[config.mk]
export PLATFORM = sky130hd
export DESIGN_NAME = osd_vstart
export DESIGN_NICKNAME = d
export VERILOG_FILES = /design/src/rtl/osd_vstart.sv
export SDC_FILE = /design/constraint.sdc
export NUM_CORES = 1
export LEC_CHECK = 0
export BUFFER_PORTS_ARGS = -buffer_cell sky130_fd_sc_hd__buf_2
export CAP_MARGIN = 15
export CORE_ASPECT_RATIO = 0.5
export CORE_MARGIN = 10
export CORE_UTILIZATION = 30
export CTS_CLUSTER_DIAMETER = 80
export CTS_CLUSTER_SIZE = 10
export DETAILED_ROUTE_END_ITERATION = 6
export SYNTH_ARGS = -nofsm -noshare
export SYNTH_HDL_FRONTEND = slang
export SYNTH_SLANG_ARGS = --single-unit
export TNS_END_PERCENT = 5
[constraint.sdc]
create_clock -name clk -period 5.4 [get_ports clk]
set_clock_uncertainty 0.05 [all_clocks]
set_input_delay 0.27 -clock clk [delete_from_list [all_inputs] [get_ports clk]]
set_output_delay 0.27 -clock clk [all_outputs]
set_load 0.03 [all_outputs]
[src/rtl/osd_vstart.sv]
module osd_vstart #(
  parameter int CNT_W = 9,
  parameter int VDLY  = 3
) (
  input  logic             clk,
  input  logic             rst_n,
  input  logic             hsync_in,
  input  logic             vsync_in,
  input  logic [1:0]       pol_sel,
  input  logic [CNT_W-1:0] start_line,
  output logic [CNT_W-1:0] line_count,
  output logic             vctl,
  output logic             disp_start
);

  localparam logic [CNT_W-1:0] CNT_MAX = '1;

  logic [1:0]      pol_q;
  logic [2:0]      hs;
  logic [2:0]      vs;
  logic [VDLY-1:0] vpipe;
  logic            upd_q;

  wire h_edge = hs[1] & ~hs[2];
  wire v_edge = vs[1] & ~vs[2];
  wire v_tap  = vpipe[VDLY-1];

  always_ff @(posedge clk) begin
    if (!rst_n) begin
      pol_q      <= pol_sel;
      hs         <= '1;
      vs         <= '1;
      vpipe      <= '0;
      vctl       <= 1'b0;
      line_count <= '0;
      upd_q      <= 1'b0;
    end else begin
      hs    <= {hs[1:0], hsync_in ^ pol_q[0]};
      vs    <= {vs[1:0], vsync_in ^ pol_q[1]};
      vpipe <= (vpipe << 1) | VDLY'(v_edge);
      upd_q <= 1'b0;
      if (v_tap) begin
        vctl       <= 1'b1;
        line_count <= '0;
        upd_q      <= 1'b1;
        pol_q      <= pol_sel;
      end else if (v_edge) begin
        vctl <= 1'b0;
      end else if (vctl && h_edge && line_count != CNT_MAX) begin
        line_count <= line_count + CNT_W'(1);
        upd_q      <= 1'b1;
      end
    end
  end

  assign disp_start = upd_q && (line_count == start_line);

endmodule


# Yosys cells after proc, flatten, opt, wreduce, memory -nomap -nowiden
# Index checks and enable logic that the tools add are counted.
# classes
addsub	1
n_eq_ne	3
n_mux	7
bitwise	9
n_reduce_logical	6
# ops
op	count
$add 9x1->9 const B	1
$eq 9x9->1	1
$ne 9x9->1 const B	1
$mux 1	5
$mux 2	2
$not 1->1	4
$logic_and 1x1->1	3
$or 3x1->3	1
$and 1x1->1	2
$ne 2x1->1 const B	1
$reduce_and 2->1	1
$reduce_bool 2->1	1
$reduce_or 2->1	1
$xor 1x1->1	2
# word_totals
reg_bits	22
input_bits	15
word_cells	33

# Logic depth before layout (Yosys ltp)
# Gate-level depths: netlist of run 1.
# logic_depth
ltp_word	7
depth_mapped	8
depth_no_buf	8

# Worst setup path after synthesis of run 1
# No wires, ideal clock.
# synth_path
kind	reg2reg
startpoint	register line_count[4]
endpoint	register line_count[7]
setup_ns	0.073
arrival_ns	1.950
slack_ns	3.327
stages_incl_launch_ff	9
path_buffers	0
period_less_slack_ns	2.073
path_cell_list	dfxtp_1 and4_1 nand2_1 nor2_1 ha_1 nor2_1 nand4_4 or4_1 a21oi_1
# synth_via
elab_chain_cells	3
word_cells_on_any_way	4
classes_between	1 x add/sub; 1 x eq/ne; 2 x reduce/logical
# synth_lines
element	line	rtl
from (decl)	11	output logic [CNT_W-1:0] line_count,
from (signal assigned)	50	line_count <= line_count + CNT_W'(1);
parallel branches: the longest is 3 deep, another holds $add 9x1->9	n/a	
# Parallel ways; which one is timed is not known.
# A chain may end at the register's enable or synchronous reset.

# Worst setup path in the final report of run 1
# layout_path
startpoint	register line_count[4]
endpoint	register line_count[6]
# Same word-level chain as after synthesis.

==> results of run 1 <==
-- cell usage after synthesis --
cell type	count	area share [%]
sky130_fd_sc_hd__nor4_1	1	0.67
sky130_fd_sc_hd__a21oi_1	2	1.1
sky130_fd_sc_hd__and4_1	1	0.93
sky130_fd_sc_hd__and2_2	1	0.80
sky130_fd_sc_hd__nor4bb_1	1	1.1
sky130_fd_sc_hd__a21boi_0	1	0.80
sky130_fd_sc_hd__or4_1	1	0.80
sky130_fd_sc_hd__nor2_1	10	4.0
sky130_fd_sc_hd__ha_1	2	2.7
sky130_fd_sc_hd__inv_1	1	0.40
sky130_fd_sc_hd__nand4bb_1	1	1.2
sky130_fd_sc_hd__nor4b_2	1	1.6
sky130_fd_sc_hd__clkbuf_1	1	0.40
sky130_fd_sc_hd__nor2b_1	2	1.3
sky130_fd_sc_hd__mux2i_1	2	2.1
sky130_fd_sc_hd__nand2b_1	5	3.3
sky130_fd_sc_hd__nor3_1	1	0.53
sky130_fd_sc_hd__and2_1	3	2.0
sky130_fd_sc_hd__xnor2_1	13	12
sky130_fd_sc_hd__nand2_1	7	2.8
sky130_fd_sc_hd__o31ai_1	1	0.80
sky130_fd_sc_hd__nand3_1	2	1.1
sky130_fd_sc_hd__dfxtp_1	20	43
sky130_fd_sc_hd__nand4_4	1	2.3
sky130_fd_sc_hd__edfxtp_1	2	6.4
sky130_fd_sc_hd__xor2_1	4	3.7
sky130_fd_sc_hd__nand4_1	4	2.7
-- cell type report --
type                            instances  area share [%]
Clock inverter                          1           0.324
Sequential cell                        22            39.8
Timing Repair Buffer                   25            10.8
Clock buffer                            3            3.57
Multi-Input combinational cell         67            40.9
Inverter                                1           0.324
Tap cell                               40            4.32
-- stage by stage --
stage / hold WS, ns / cells / power, mW
final: 0.128 / 159 / 0.291
after global routing: 0.117 / 159 / 0.303
after CTS: 0.121 / 159 / 0.295
after detailed placement: 0.342 / 155 / 0.191
after global placement: 0.339 / 155 / 0.191
after floorplan: 0.293 / 91 / 0.183
-- worst max-delay path, stage by stage, from the launching register on --
cell	delay, ns
sky130_fd_sc_hd__dfxtp_1	0.37
sky130_fd_sc_hd__and4_1	0.23
sky130_fd_sc_hd__nand2_1	0.10
sky130_fd_sc_hd__nor2_1	0.06
sky130_fd_sc_hd__ha_1	0.20
sky130_fd_sc_hd__nor4bb_1	0.57
sky130_fd_sc_hd__nand4_1	0.20
sky130_fd_sc_hd__xor2_1	0.16
sky130_fd_sc_hd__nor2_1	0.05
-- worst max-delay path by stage --
| stage | start | end | slack, ns | cells past startpoint |
|---|---|---|---|---|
| floorplan | line_count[4] | line_count[7] | 3.33 | 8 |
| global placement | line_count[2] | line_count[6] | 3.38 | 8 |
| detailed placement | line_count[4] | line_count[6] | 3.34 | 8 |
| CTS | line_count[4] | line_count[6] | 3.33 | 8 |
| global route | line_count[4] | line_count[6] | 3.15 | 8 |
| finish | line_count[4] | line_count[6] | 3.30 | 8 |
-- logic make-up after synthesis --
| kind of cell | after synthesis |
|---|---|
| flip-flops | 22 |
| adder cells (fa/ha/maj) | 2 |
| buffers and inverters | 2 |
| multiplexers | 2 |
| AND/OR/NAND/NOR | 42 |
| AO/OA/AOI/OAI | 4 |
| XOR/XNOR | 17 |
-- cell usage in the layout, fill, tap and decap left out --
master                       n
sky130_fd_sc_hd__a21boi_0    1
sky130_fd_sc_hd__a21oi_1     2
sky130_fd_sc_hd__and2_1      3
sky130_fd_sc_hd__and2_2      1
sky130_fd_sc_hd__and4_1      1
sky130_fd_sc_hd__buf_2      25
sky130_fd_sc_hd__clkbuf_8    3
sky130_fd_sc_hd__clkinv_1    1
sky130_fd_sc_hd__dfxtp_1    20
sky130_fd_sc_hd__edfxtp_1    2
sky130_fd_sc_hd__ha_1        2
sky130_fd_sc_hd__inv_1       1
sky130_fd_sc_hd__mux2i_1     2
sky130_fd_sc_hd__nand2_1     7
sky130_fd_sc_hd__nand2b_1    5
sky130_fd_sc_hd__nand3_1     2
sky130_fd_sc_hd__nand4_1     4
sky130_fd_sc_hd__nand4_4     1
sky130_fd_sc_hd__nand4bb_1   1
sky130_fd_sc_hd__nor2_1     10
sky130_fd_sc_hd__nor2b_1     2
sky130_fd_sc_hd__nor3_1      1
sky130_fd_sc_hd__nor4_1      1
sky130_fd_sc_hd__nor4b_2     1
sky130_fd_sc_hd__nor4bb_1    1
sky130_fd_sc_hd__o31ai_1     1
sky130_fd_sc_hd__or4_1       1
sky130_fd_sc_hd__xnor2_1    13
sky130_fd_sc_hd__xor2_1      4
-- report_power, final --
group	switching [mW]	total (mW)	internal, mW	leakage [nW]
Sequential	0.00177	0.170	0.168	0.182
Clock	0.0532	0.104	0.0508	0.0231
Combinational	0.00761	0.0166	0.00894	0.260
-- registers in the layout (all words and copies together), names as in the netlist --
| signal | cells |
|---|---|
| hs | 3 |
| line_count | 9 |
| pol_q | 2 |
| upd_q | 1 |
| vctl | 1 |
| vpipe | 3 |
| vs | 3 |
-- routing by layer --
metal	part of all wire [%]	up-vias
met5	0	-
met1	51	296
li1	-	370
met2	41	21
met3	6.2	4
met4	1.9	0
==> results.env, run 1 <==
RUN_STATUS='completed'
STATIC-LEAKAGE-POWER_nW=0.465
WORSTHOLDENDPOINT='pol_q[0]'
FINALCRITICALPERIOD_NS=2.10
CTS_MADE_BUFFERS=3
CLK_TRANSITION_REPORTED_PATHS_NS=0.08
HOLD_BUFFERS=0
CLOCK_LATENCY_NS=0.26
WORST_HOLD_PATH.NUM_CELLS=1
SYNTH_TOP_FAMILY_BY_AREA='simple AND/OR/NAND/NOR gates'
NUM_IO_PINS=26
WP_DATA_ARRIVAL_NS=2.19
MIN-DELAY-PATH-CLASS='input pin to flop'
PLACEMENT.SETUP.WORST_SLACK_NS=3.34
GRTUSAGEMET1_PCT=8.50
ANTENNA-DIODE-COUNT=0
SETUP_REPAIR_AFTER_GLOBAL_ROUTING_MISSED_ITS_MARGIN='false'
FLOP2FLOP_SETUP_SLACK_NS=3.30
YS.WARNINGS.COUNT=0
DRT_FIRST_PASS_ITERS=4
CTS_NUM_SINKS=22
TIMING_MAX_TRANSITION_VIOLATIONS_FINAL=0
GRT_START_MAX_NET_PINS=13
MAX-CAP-VIOLATIONS=0
WORST_SLEW_PIN_SLEW_NS=0.627
CP_MAX_FO=5
CTSRESIZECOUNT=0
END_KIND='flop'
REGTOREGENDPOINT='line_count[6]'
CTS_TREE='built'
REG2REG_FROM='line_count[4]'
TIMING.HOLD.WORST.START='pol_sel[0]'
VIA_COUNT_OF_THE_FIRST_GLOBAL_ROUTING_PASS=638
FINAL.PERIOD_UTILIZATION_PCT=38.8
POWER_DENSITY_nW_PER_UM2=251
FINAL_CORE_UTIL_PCT=38.6
COUNT_OF_INPUT_AND_OUTPUT_BUFFERS=25
DIEHEIGHT_UM=59.6
SETUP_SLACK_NS=3.30
REMAINING_DRC_ERRORS=0
SYNTHXORXNORAREAFRAC_PCT=15.8
SYNTH_SIMPLE_GATE_AREA_SHARE_PCT=27.0
WORST_SETUP_PATH_START_KIND='flop'
DRIVE_GT1_SHARE_PCT=26.1
TOTAL_GLOBAL_ROUTING_TRACK_UTILIZATION_PCT=6.47
ROUTED-VIA-COUNT=691
IR_WORST_VDD_mV=0.0997
TIMING.MAX_SLEW.REL_SLACK_PCT=57.6
CTS.REPAIR_TIMING.SETUP_BUFFER_COUNT=0
INITIAL_CORE_UTIL_PCT=31.4
DR.FIRST_ITER.DRC_COUNT=24
GP_CONGESTION=0.756
GRT_PASS1_WL_MM=3.10
WORSTREGTOREGCELLS=8
YS_SEQ_AREA_SHARE_PCT=48.9
SYNTHESIZED_AREA_PER_CELL_UM2=10.3
FP.DIEAREA_UM2=5910
SYNTH_SEQ_CELLS=22
CORE.ROWCOUNT=14
YOSYS.AREA_SHARE.ADDER_PCT=2.66
DRT-VIAS-PER-INSTANCE=4.35
USE_MET3_PCT=2.33
DIEWIDTH_UM=99.2
DESIGN.CORE.AREA_UM2=3000
CLOCK_TREE.HTREE_LEVEL_COUNT=1
CLOCK_TREE.ROOT_CELL='sky130_fd_sc_hd__clkbuf_8'
SYNTH-COMPOUND-AREA-SHARE_PCT=2.66
CLOCK.FMAX_MHz=477
FINAL_HOLD_VIOL_COUNT=0
CTS_MAX_PATH_BUFFERS=2
AREA_DELTA_SYNTH_FINAL_PCT=23.0
POST_SYNTH_INST_COUNT=91
DESIGN_AREA_UM2=1160
AREA_OF_THE_MAPPED_NETLIST_UM2=941
AREA_USED_BY_MULTI_INPUT_COMBINATIONAL_LOGIC_UM2=473
WIRE_PER_INST_UM=12.6
CRITICAL_PATH_CLASS='flop to flop'
AREA_OF_ALL_SEQUENTIAL_STANDARD_CELLS_UM2=460
ROUTED_WL_MM=2.00
SETUP_TNS_NS=0
GRT-BUSIEST-LAYER='met2'
DP_HPWL_MM=1.55
DPL_CELL_AREA_UM2=1110
PORTION_OF_NETLIST_AREA_OCCUPIED_BY_MUX_CELLS_PCT=2.13
ANTENNA_VIOLATING_NETS_POST_ROUTE=0
SETUP-VIOLATIONS-FINAL=0
GRTUSAGEMET2_PCT=9.13
SYNTH_FP_NETS=108
FILLERINSTANCES=299
FINALNETCOUNT=137
NUMBER_OF_UNIQUE_STANDARD_CELL_TYPES_USED_BY_SYNTHESIS=27
GRT_OVERFLOW=0
ANTENNA_FOUND_INITIAL=0
CP.REQUIRED_NS=5.49
(Power assumes the default switching activity.)
==> inputs of run 2 (changes only) <==
==> constraint.sdc (replaced) <==
create_clock -name clk -period 2 [get_ports clk]
set_clock_uncertainty 0.05 [all_clocks]
set_input_delay 0.1 -clock clk [delete_from_list [all_inputs] [get_ports clk]]
set_output_delay 0.1 -clock clk [all_outputs]
set_load 0.03 [all_outputs]
==> run 2 against run 1 <==
Register-to-register slack got worse by 3.2 ns; flip-flop and latch count did not move; via count rose by 6.1%; cell count rose by 4.4%; clock power rose to 2.6 times the previous value; critical path type unchanged; critical endpoint is now line_count[7]; highest routed layer unchanged.
==> results.env, run 2 (same netlist as run 1, synthesis figures left out) <==
PROPORTION_OF_POWER_DRAWN_BY_FLIP_FLOPS_AND_LATCHES_PCT=58.6  # was 58.5%
CTS.REPAIR_TIMING.SETUP_BUFFER_COUNT=0  # unchanged
VIA_COUNT_OF_THE_FIRST_GLOBAL_ROUTING_PASS=753  # was 638
WIRE_PER_INST_UM=12.5  # was 12.6 µm
WP_DATA_ARRIVAL_NS=2.02  # was 2.19 ns
CRIT_CHAIN='and4_1 > nand2_2 > nor2_1 > ha_2 > nor2_4 > nand4_4 > or4_1 > a21oi_1'  # was and4_1 > nand2_1 > nor2_1 > ha_1 > nor4bb_1 > nand4_1 > xor2_1 > nor2_1
CLOCK_TREE.HTREE_LEVEL_COUNT=1  # unchanged
LARGEST_REG_FLOPS=9  # unchanged
DRT_FIRST_PASS_ITERS=4  # unchanged
PWR-SHARE-CLK_PCT=35.0  # was 35.8%
FINAL_HOLD_VIOL_COUNT=0  # unchanged
MAX_FLOP_REGISTER='line_count'  # unchanged
MAX-CAP-VIOLATIONS=0  # unchanged
COUNT_OF_INPUT_AND_OUTPUT_BUFFERS=25  # unchanged
CLOCK_TREE.ROOT_CELL='sky130_fd_sc_hd__clkbuf_8'  # unchanged
FINALNETCOUNT=144  # was 137
TOTAL_GLOBAL_ROUTING_TRACK_UTILIZATION_PCT=7.14  # was 6.47%
DESIGN.CORE.AREA_UM2=3000  # unchanged
WORST_SETUP_PATH_START_KIND='flop'  # unchanged
NUM_IO_PINS=26  # unchanged
DR.FIRST_ITER.DRC_COUNT=19  # was 24
ANTENNA_VIOLATING_NETS_POST_ROUTE=0  # unchanged
CP.REQUIRED_NS=2.14  # was 5.49 ns
PLACEMENT.SETUP.WORST_SLACK_NS=0.0552  # was 3.34 ns
ANTENNA_FOUND_INITIAL=0  # unchanged
SWITCHING_POWER_mW=0.163  # was 0.0626 mW
END_KIND='flop'  # unchanged
FP.DIEAREA_UM2=5910  # unchanged
CTS_MADE_BUFFERS=3  # unchanged
COMBPWRFRAC_PCT=6.3  # was 5.7%
ROUTED-VIA-COUNT=733  # was 691
CRIT_PATH_TOP_DELAY_CELL='sky130_fd_sc_hd__or4_1'  # was sky130_fd_sc_hd__nor4bb_1
STATIC-LEAKAGE-POWER_nW=0.501  # was 0.465 nW
INITIAL_CORE_UTIL_PCT=31.4  # unchanged
REMAINING_DRC_ERRORS=0  # unchanged
DRIVE_GT1_SHARE_PCT=34.9  # was 26.1%
CLOCK.FMAX_MHz=532  # was 477 MHz
CTS_NUM_SINKS=22  # unchanged
GP_CONGESTION=0.743  # was 0.756
GRTUSAGEMET1_PCT=9.11  # was 8.50%
CRITICAL-PATH-MAX-STAGE-DELAY_NS=0.47  # was 0.57 ns
ROUTED_WL_MM=2.08  # was 2.00 mm
CTS_MAX_PATH_BUFFERS=2  # unchanged
WORST_SLEW_PIN_SLEW_NS=0.430  # was 0.627 ns
DP_HPWL_MM=1.63  # was 1.55 mm
ANTENNA-DIODE-COUNT=0  # unchanged
FINAL_CORE_UTIL_PCT=41.4  # was 38.6%
GRT-BUSIEST-LAYER='met2'  # unchanged
FINAL.PERIOD_UTILIZATION_PCT=94.1  # was 38.8%
MOSTFREQUENTLAYOUTCELLS='sky130_fd_sc_hd__buf_2 (25), sky130_fd_sc_hd__dfxtp_1 (14), sky130_fd_sc_hd__xnor2_1 (13), sky130_fd_sc_hd__nor2_1 (9), sky130_fd_sc_hd__nand2_1 (6)'  # was sky130_fd_sc_hd__buf_2 (25), sky130_fd_sc_hd__dfxtp_1 (20), sky130_fd_sc_hd__xnor2_1 (13), sky130_fd_sc_hd__nor2_1 (10), sky130_fd_sc_hd__nand2_1 (7)
CRITICAL_PATH_CLASS='flop to flop'  # unchanged
GRT_PASS1_WL_MM=3.48  # was 3.10 mm
RUN_STATUS='completed'  # unchanged
DRT-VIAS-PER-INSTANCE=4.42  # was 4.35
GRT_START_MAX_NET_PINS=13  # unchanged
CP_MAX_FO=5  # unchanged
SETUP-VIOLATIONS-FINAL=0  # unchanged
MIN-DELAY-PATH-CLASS='input pin to flop'  # unchanged
AREA_DELTA_SYNTH_FINAL_PCT=31.8  # was 23.0%
CTS_TREE='built'  # unchanged
SETUP_TNS_NS=0  # unchanged
DIEHEIGHT_UM=59.6  # unchanged
CORE.ROWCOUNT=14  # unchanged
NETSWITCHINGFRACTION_PCT=20.9  # was 21.5%
CLK_TRANSITION_REPORTED_PATHS_NS=0.08  # about the same
TIMING.MAX_SLEW.REL_SLACK_PCT=71.3  # was 57.6%
TIMING_MAX_TRANSITION_VIOLATIONS_FINAL=0  # unchanged
GRT_OVERFLOW=0  # unchanged
FILLERINSTANCES=304  # was 299
USE_MET3_PCT=2.33  # unchanged
GRTUSAGEMET2_PCT=11.1  # was 9.13%
CLOCK_LATENCY_NS=0.26  # about the same
LEADING_CELL_TYPE_IN_THE_LAYOUT_FILL_AND_TAPS_EXCLUDED='sky130_fd_sc_hd__buf_2'  # unchanged
DIEWIDTH_UM=99.2  # unchanged
POWER_DENSITY_nW_PER_UM2=630  # was 251 nW/µm²
SETUP_SLACK_NS=0.119  # was 3.30 ns
IR_WORST_VDD_mV=0.399  # was 0.0997 mV
CELLINTERNALPOWER_mW=0.618  # was 0.228 mW
FINALCRITICALPERIOD_NS=1.88  # was 2.10 ns
SETUP_REPAIR_AFTER_GLOBAL_ROUTING_MISSED_ITS_MARGIN='false'  # unchanged
==> run 2: final timing paths <==
kind,cells after the start,startpoint,to,slack (ns)
setup / recovery,8,line_count[4],line_count[7],0.12
hold / removal,3,hsync_in,hs[0],0.01
setup reg to reg,8,line_count[4],line_count[7],0.12
hold reg to reg,1,vs[0],vs[1],0.36
==> run 2: cell type report <==
type | count | area [µm²] | share of cell area [%]
Timing Repair Buffer | 32 | 185 | 14.9
Clock buffer | 3 | 41.3 | 3.33
Tap cell | 40 | 50.0 | 4.04
Clock inverter | 1 | 3.75 | 0.303
Sequential cell | 22 | 470 | 37.9
Multi-Input combinational cell | 67 | 485 | 39.2
Inverter | 1 | 3.75 | 0.303
==> run 2: timing repair <==
action                                 in CTS  in global routing
endpoints found under the hold margin       3                  0
resized for setup                           0                  5
setup endpoints to repair                   0                  1
hold buffers                                3                  0
==> run 2: worst max-delay path, delay by kind of cell (launching register included) <==
family,cells,cell delay [ns]
fa+ha+maj,1,0.20
flops,1,0.37
simple gates,6,1.05
compound gates,1,0.14
==> run 2: layer usage <==
layer,part of all wire (%),vias up
li1,-,378
met1,51,334
met2,43,19
met3,4.2,2
met4,1.1,0
met5,0,-
==> run 2: through the flow <==
step,std cells,area [µm²],hold slack [ns],power (mW)
2_1_floorplan,91,948,0.123,0.494
3_3_place_gp,159,1150,0.227,0.515
3_5_place_dp,159,1150,0.228,0.515
4_1_cts,166,1220,0.00304,0.796
5_1_grt,166,1240,0.00476,0.818
6_report,166,1240,0.0106,0.781
==> run 2: power groups by stage <==
| stage | Clock (mW) | Sequential (mW) | Combinational (mW) |
|---|---|---|---|
| floorplan | 0 | 0.469 | 0.0251 |
| global placement | 0 | 0.469 | 0.0456 |
| detailed placement | 0 | 0.469 | 0.0457 |
| CTS | 0.286 | 0.459 | 0.0503 |
| global route | 0.304 | 0.459 | 0.0549 |
| finish | 0.274 | 0.458 | 0.0493 |
==> inputs of run 3 (changes only) <==
--- a/config.mk
+++ b/config.mk
@@ -5,7 +5,6 @@
 export SDC_FILE = /design/constraint.sdc
 export NUM_CORES = 1
 export LEC_CHECK = 0
-export BUFFER_PORTS_ARGS = -buffer_cell sky130_fd_sc_hd__buf_2
 export CAP_MARGIN = 15
 export CORE_ASPECT_RATIO = 0.5
 export CORE_MARGIN = 10
@@ -13,6 +12,8 @@
 export CTS_CLUSTER_DIAMETER = 80
 export CTS_CLUSTER_SIZE = 10
 export DETAILED_ROUTE_END_ITERATION = 6
+export DONT_BUFFER_PORTS = 1
+export SLEW_MARGIN = 30
 export SYNTH_ARGS = -nofsm -noshare
 export SYNTH_HDL_FRONTEND = slang
 export SYNTH_SLANG_ARGS = --single-unit
==> run 3 against run 2 <==
Non-clock buffer count is 14 lower; maximum frequency fell by 2.4%; critical path depth stayed put; critical path type unchanged; utilization is 1.7 points lower; sequential power about the same; global-route usage barely moved; die area unchanged; hold slack improved by 0.20 ns; register-to-register slack worse by 0.05 ns.
==> results.env, run 3 (same netlist as run 1, synthesis figures left out) <==
CTS_NUM_SINKS=22  # unchanged
CTS_MADE_BUFFERS=3  # unchanged
MOSTFREQUENTLAYOUTCELLS='sky130_fd_sc_hd__dfxtp_1 (14), sky130_fd_sc_hd__xnor2_1 (13), sky130_fd_sc_hd__buf_4 (13), sky130_fd_sc_hd__nor2_1 (9), sky130_fd_sc_hd__nand2_1 (7)'  # was sky130_fd_sc_hd__buf_2 (25), sky130_fd_sc_hd__dfxtp_1 (14), sky130_fd_sc_hd__xnor2_1 (13), sky130_fd_sc_hd__nor2_1 (9), sky130_fd_sc_hd__nand2_1 (6)
ROUTED-VIA-COUNT=695  # was 733
GRT_OVERFLOW=0  # unchanged
COUNT_OF_INPUT_AND_OUTPUT_BUFFERS=0  # was 25
WIRELENGTH_MET1_MM=1.03  # was 1.07 mm
CLOCK_TREE.HTREE_LEVEL_COUNT=1  # unchanged
DRIVE_GT1_SHARE_PCT=23.2  # was 34.9%
WIRE_PER_INST_UM=13.7  # was 12.5 µm
FP.DIEAREA_UM2=5910  # unchanged
MAX_FLOP_REGISTER='line_count'  # unchanged
ANTENNA_VIOLATING_NETS_POST_ROUTE=0  # unchanged
WORST_SLEW_PIN_SLEW_NS=0.409  # was 0.430 ns
FINALHOLDWORSTSLACK_NS=0.214  # was 0.0106 ns
MAXUSEDROUTINGLAYER='met4'  # unchanged
STATIC-LEAKAGE-POWER_nW=0.440  # was 0.501 nW
TOTAL_GLOBAL_ROUTING_TRACK_UTILIZATION_PCT=7.14  # about the same
WL_MET2_UM=925  # was 900 µm
END_KIND='flop'  # unchanged
ROUTED_WL_MM=2.09  # was 2.08 mm
REMAINING_DRC_ERRORS=0  # unchanged
ANTENNA-DIODE-COUNT=0  # unchanged
WL_MET3_UM=97  # was 88 µm
CLOCK_TREE.ROOT_CELL='sky130_fd_sc_hd__clkbuf_8'  # unchanged
CP_MAX_FO=3  # was 5
DR.FIRST_ITER.DRC_COUNT=12  # was 19
INITIAL_CORE_UTIL_PCT=31.4  # unchanged
MAX-CAP-VIOLATIONS=0  # unchanged
CORE.ROWCOUNT=14  # unchanged
NUM_IO_PINS=26  # unchanged
LARGEST_REG_FLOPS=9  # unchanged
CP.REQUIRED_NS=2.13  # was 2.14 ns
TIMING_MAX_TRANSITION_VIOLATIONS_FINAL=0  # unchanged
VIA_COUNT_OF_THE_FIRST_GLOBAL_ROUTING_PASS=700  # was 753
WORST_SETUP_PATH_START_KIND='flop'  # unchanged
ANTENNA_FOUND_INITIAL=0  # unchanged
CLK_TRANSITION_REPORTED_PATHS_NS=0.07  # was 0.08 ns
DP_HPWL_MM=1.71  # was 1.63 mm
FINALCRITICALPERIOD_NS=1.93  # was 1.88 ns
DESIGN_AREA_UM2=1190  # was 1240 µm²
GRT_START_MAX_NET_PINS=13  # unchanged
CTS.REPAIR_TIMING.SETUP_BUFFER_COUNT=0  # unchanged
DRT_FIRST_PASS_ITERS=4  # unchanged
DPL_CELL_AREA_UM2=1090  # was 1150 µm²
WP_DATA_ARRIVAL_NS=2.06  # was 2.02 ns
DESIGN.CORE.AREA_UM2=3000  # unchanged
SETUP-VIOLATIONS-FINAL=0  # unchanged
LEADING_CELL_TYPE_IN_THE_LAYOUT_FILL_AND_TAPS_EXCLUDED='sky130_fd_sc_hd__dfxtp_1'  # was sky130_fd_sc_hd__buf_2
TIMING.MAX_SLEW.REL_SLACK_PCT=72.6  # was 71.3%
CLOCK.FMAX_MHz=519  # was 532 MHz
CTS_MAX_PATH_BUFFERS=2  # unchanged
AREA_OF_ALL_SEQUENTIAL_STANDARD_CELLS_UM2=468  # was 470 µm²
POWER_DENSITY_nW_PER_UM2=650  # was 630 nW/µm²
DRT-VIAS-PER-INSTANCE=4.57  # was 4.42
CRITICAL_PATH_CLASS='flop to flop'  # unchanged
FINAL.PERIOD_UTILIZATION_PCT=96.3  # was 94.1%
RUN_STATUS='completed'  # unchanged
GRT_PASS1_WL_MM=3.39  # was 3.48 mm
SETUP_SLACK_NS=0.0731  # was 0.119 ns
GP_CONGESTION=0.728  # was 0.743
FILLERINSTANCES=306  # was 304
CLOCK_LATENCY_NS=0.26  # about the same
IR_WORST_VDD_mV=0.298  # was 0.399 mV
SETUP_TNS_NS=0  # unchanged
AREA_DELTA_SYNTH_FINAL_PCT=26.5  # was 31.8%
DIEHEIGHT_UM=59.6  # unchanged
CTS_TREE='built'  # unchanged
FINALNETCOUNT=130  # was 144
AREA_USED_BY_MULTI_INPUT_COMBINATIONAL_LOGIC_UM2=475  # was 485 µm²
FINAL_HOLD_VIOL_COUNT=0  # unchanged
DIEWIDTH_UM=99.2  # unchanged
PLACEMENT.SETUP.WORST_SLACK_NS=0.0845  # was 0.0552 ns
MIN-DELAY-PATH-CLASS='input pin to flop'  # unchanged
[run 3: cell count changes in the layout (fill, tap and decap cells not counted), sizes merged]
cell         previous run  this run
buf                    29        13
dlygate4sd3             3         5
[run 3: area by class of cell]
class | instances | share of cell area, %
multi-input cells | 67 | 40.0
well taps | 40 | 4.21
repair buffers | 18 | 12.4
clock inverters | 1 | 0.315
flip-flops and latches | 22 | 39.3
inverters | 1 | 0.315
clock buffers | 3 | 3.47
[run 3: power by group]
part           total, mW  switching (mW)  internal [mW]
clock              0.276           0.139          0.137
combinational     0.0387          0.0164         0.0223
sequential         0.459         0.00483          0.454
[run 3: worst paths after layout]
check           startpoint            end  slack, ns  depth (start not counted)
max          line_count[5]  line_count[7]       0.07                          8
min                  rst_n  line_count[2]       0.21                          2
max reg2reg  line_count[5]  line_count[7]       0.07                          8
min reg2reg          vs[0]          vs[1]       0.36                          1
[run 3: worst max-delay path, cell delays in order (launching register included)]
cell and delay [ns]:
sky130_fd_sc_hd__dfxtp_2 0.32, sky130_fd_sc_hd__and4_1 0.21, sky130_fd_sc_hd__nand2_1 0.10, sky130_fd_sc_hd__nor2_1 0.06, sky130_fd_sc_hd__ha_1 0.21, sky130_fd_sc_hd__nor2_2 0.15, sky130_fd_sc_hd__nand4_4 0.11, sky130_fd_sc_hd__or4_1 0.47
sky130_fd_sc_hd__a21oi_1 0.16
[run 3: per-layer routing]
layer | vias up | track usage (%)
li1 | 355 | -
met1 | 319 | 8.85
met2 | 17 | 10.8
met3 | 4 | 2.79
met4 | 0 | 3.04
met5 | - | 0
[run 3: repair_timing]
action / CTS / global route
hold endpoints to repair: 13 / 0
hold buffers: 5 / 0
setup endpoints to repair: 0 / 1
gates resized for setup: 0 / 1
[run 3: stage by stage]
stage	utilization (%)	instances	total power, mW
3_3_place_gp	36.5	143	0.497
6_report	39.7	152	0.774
3_5_place_dp	36.5	143	0.498
2_1_floorplan	-	91	0.494
5_1_grt	39.7	152	0.808
4_1_cts	39.6	152	0.785
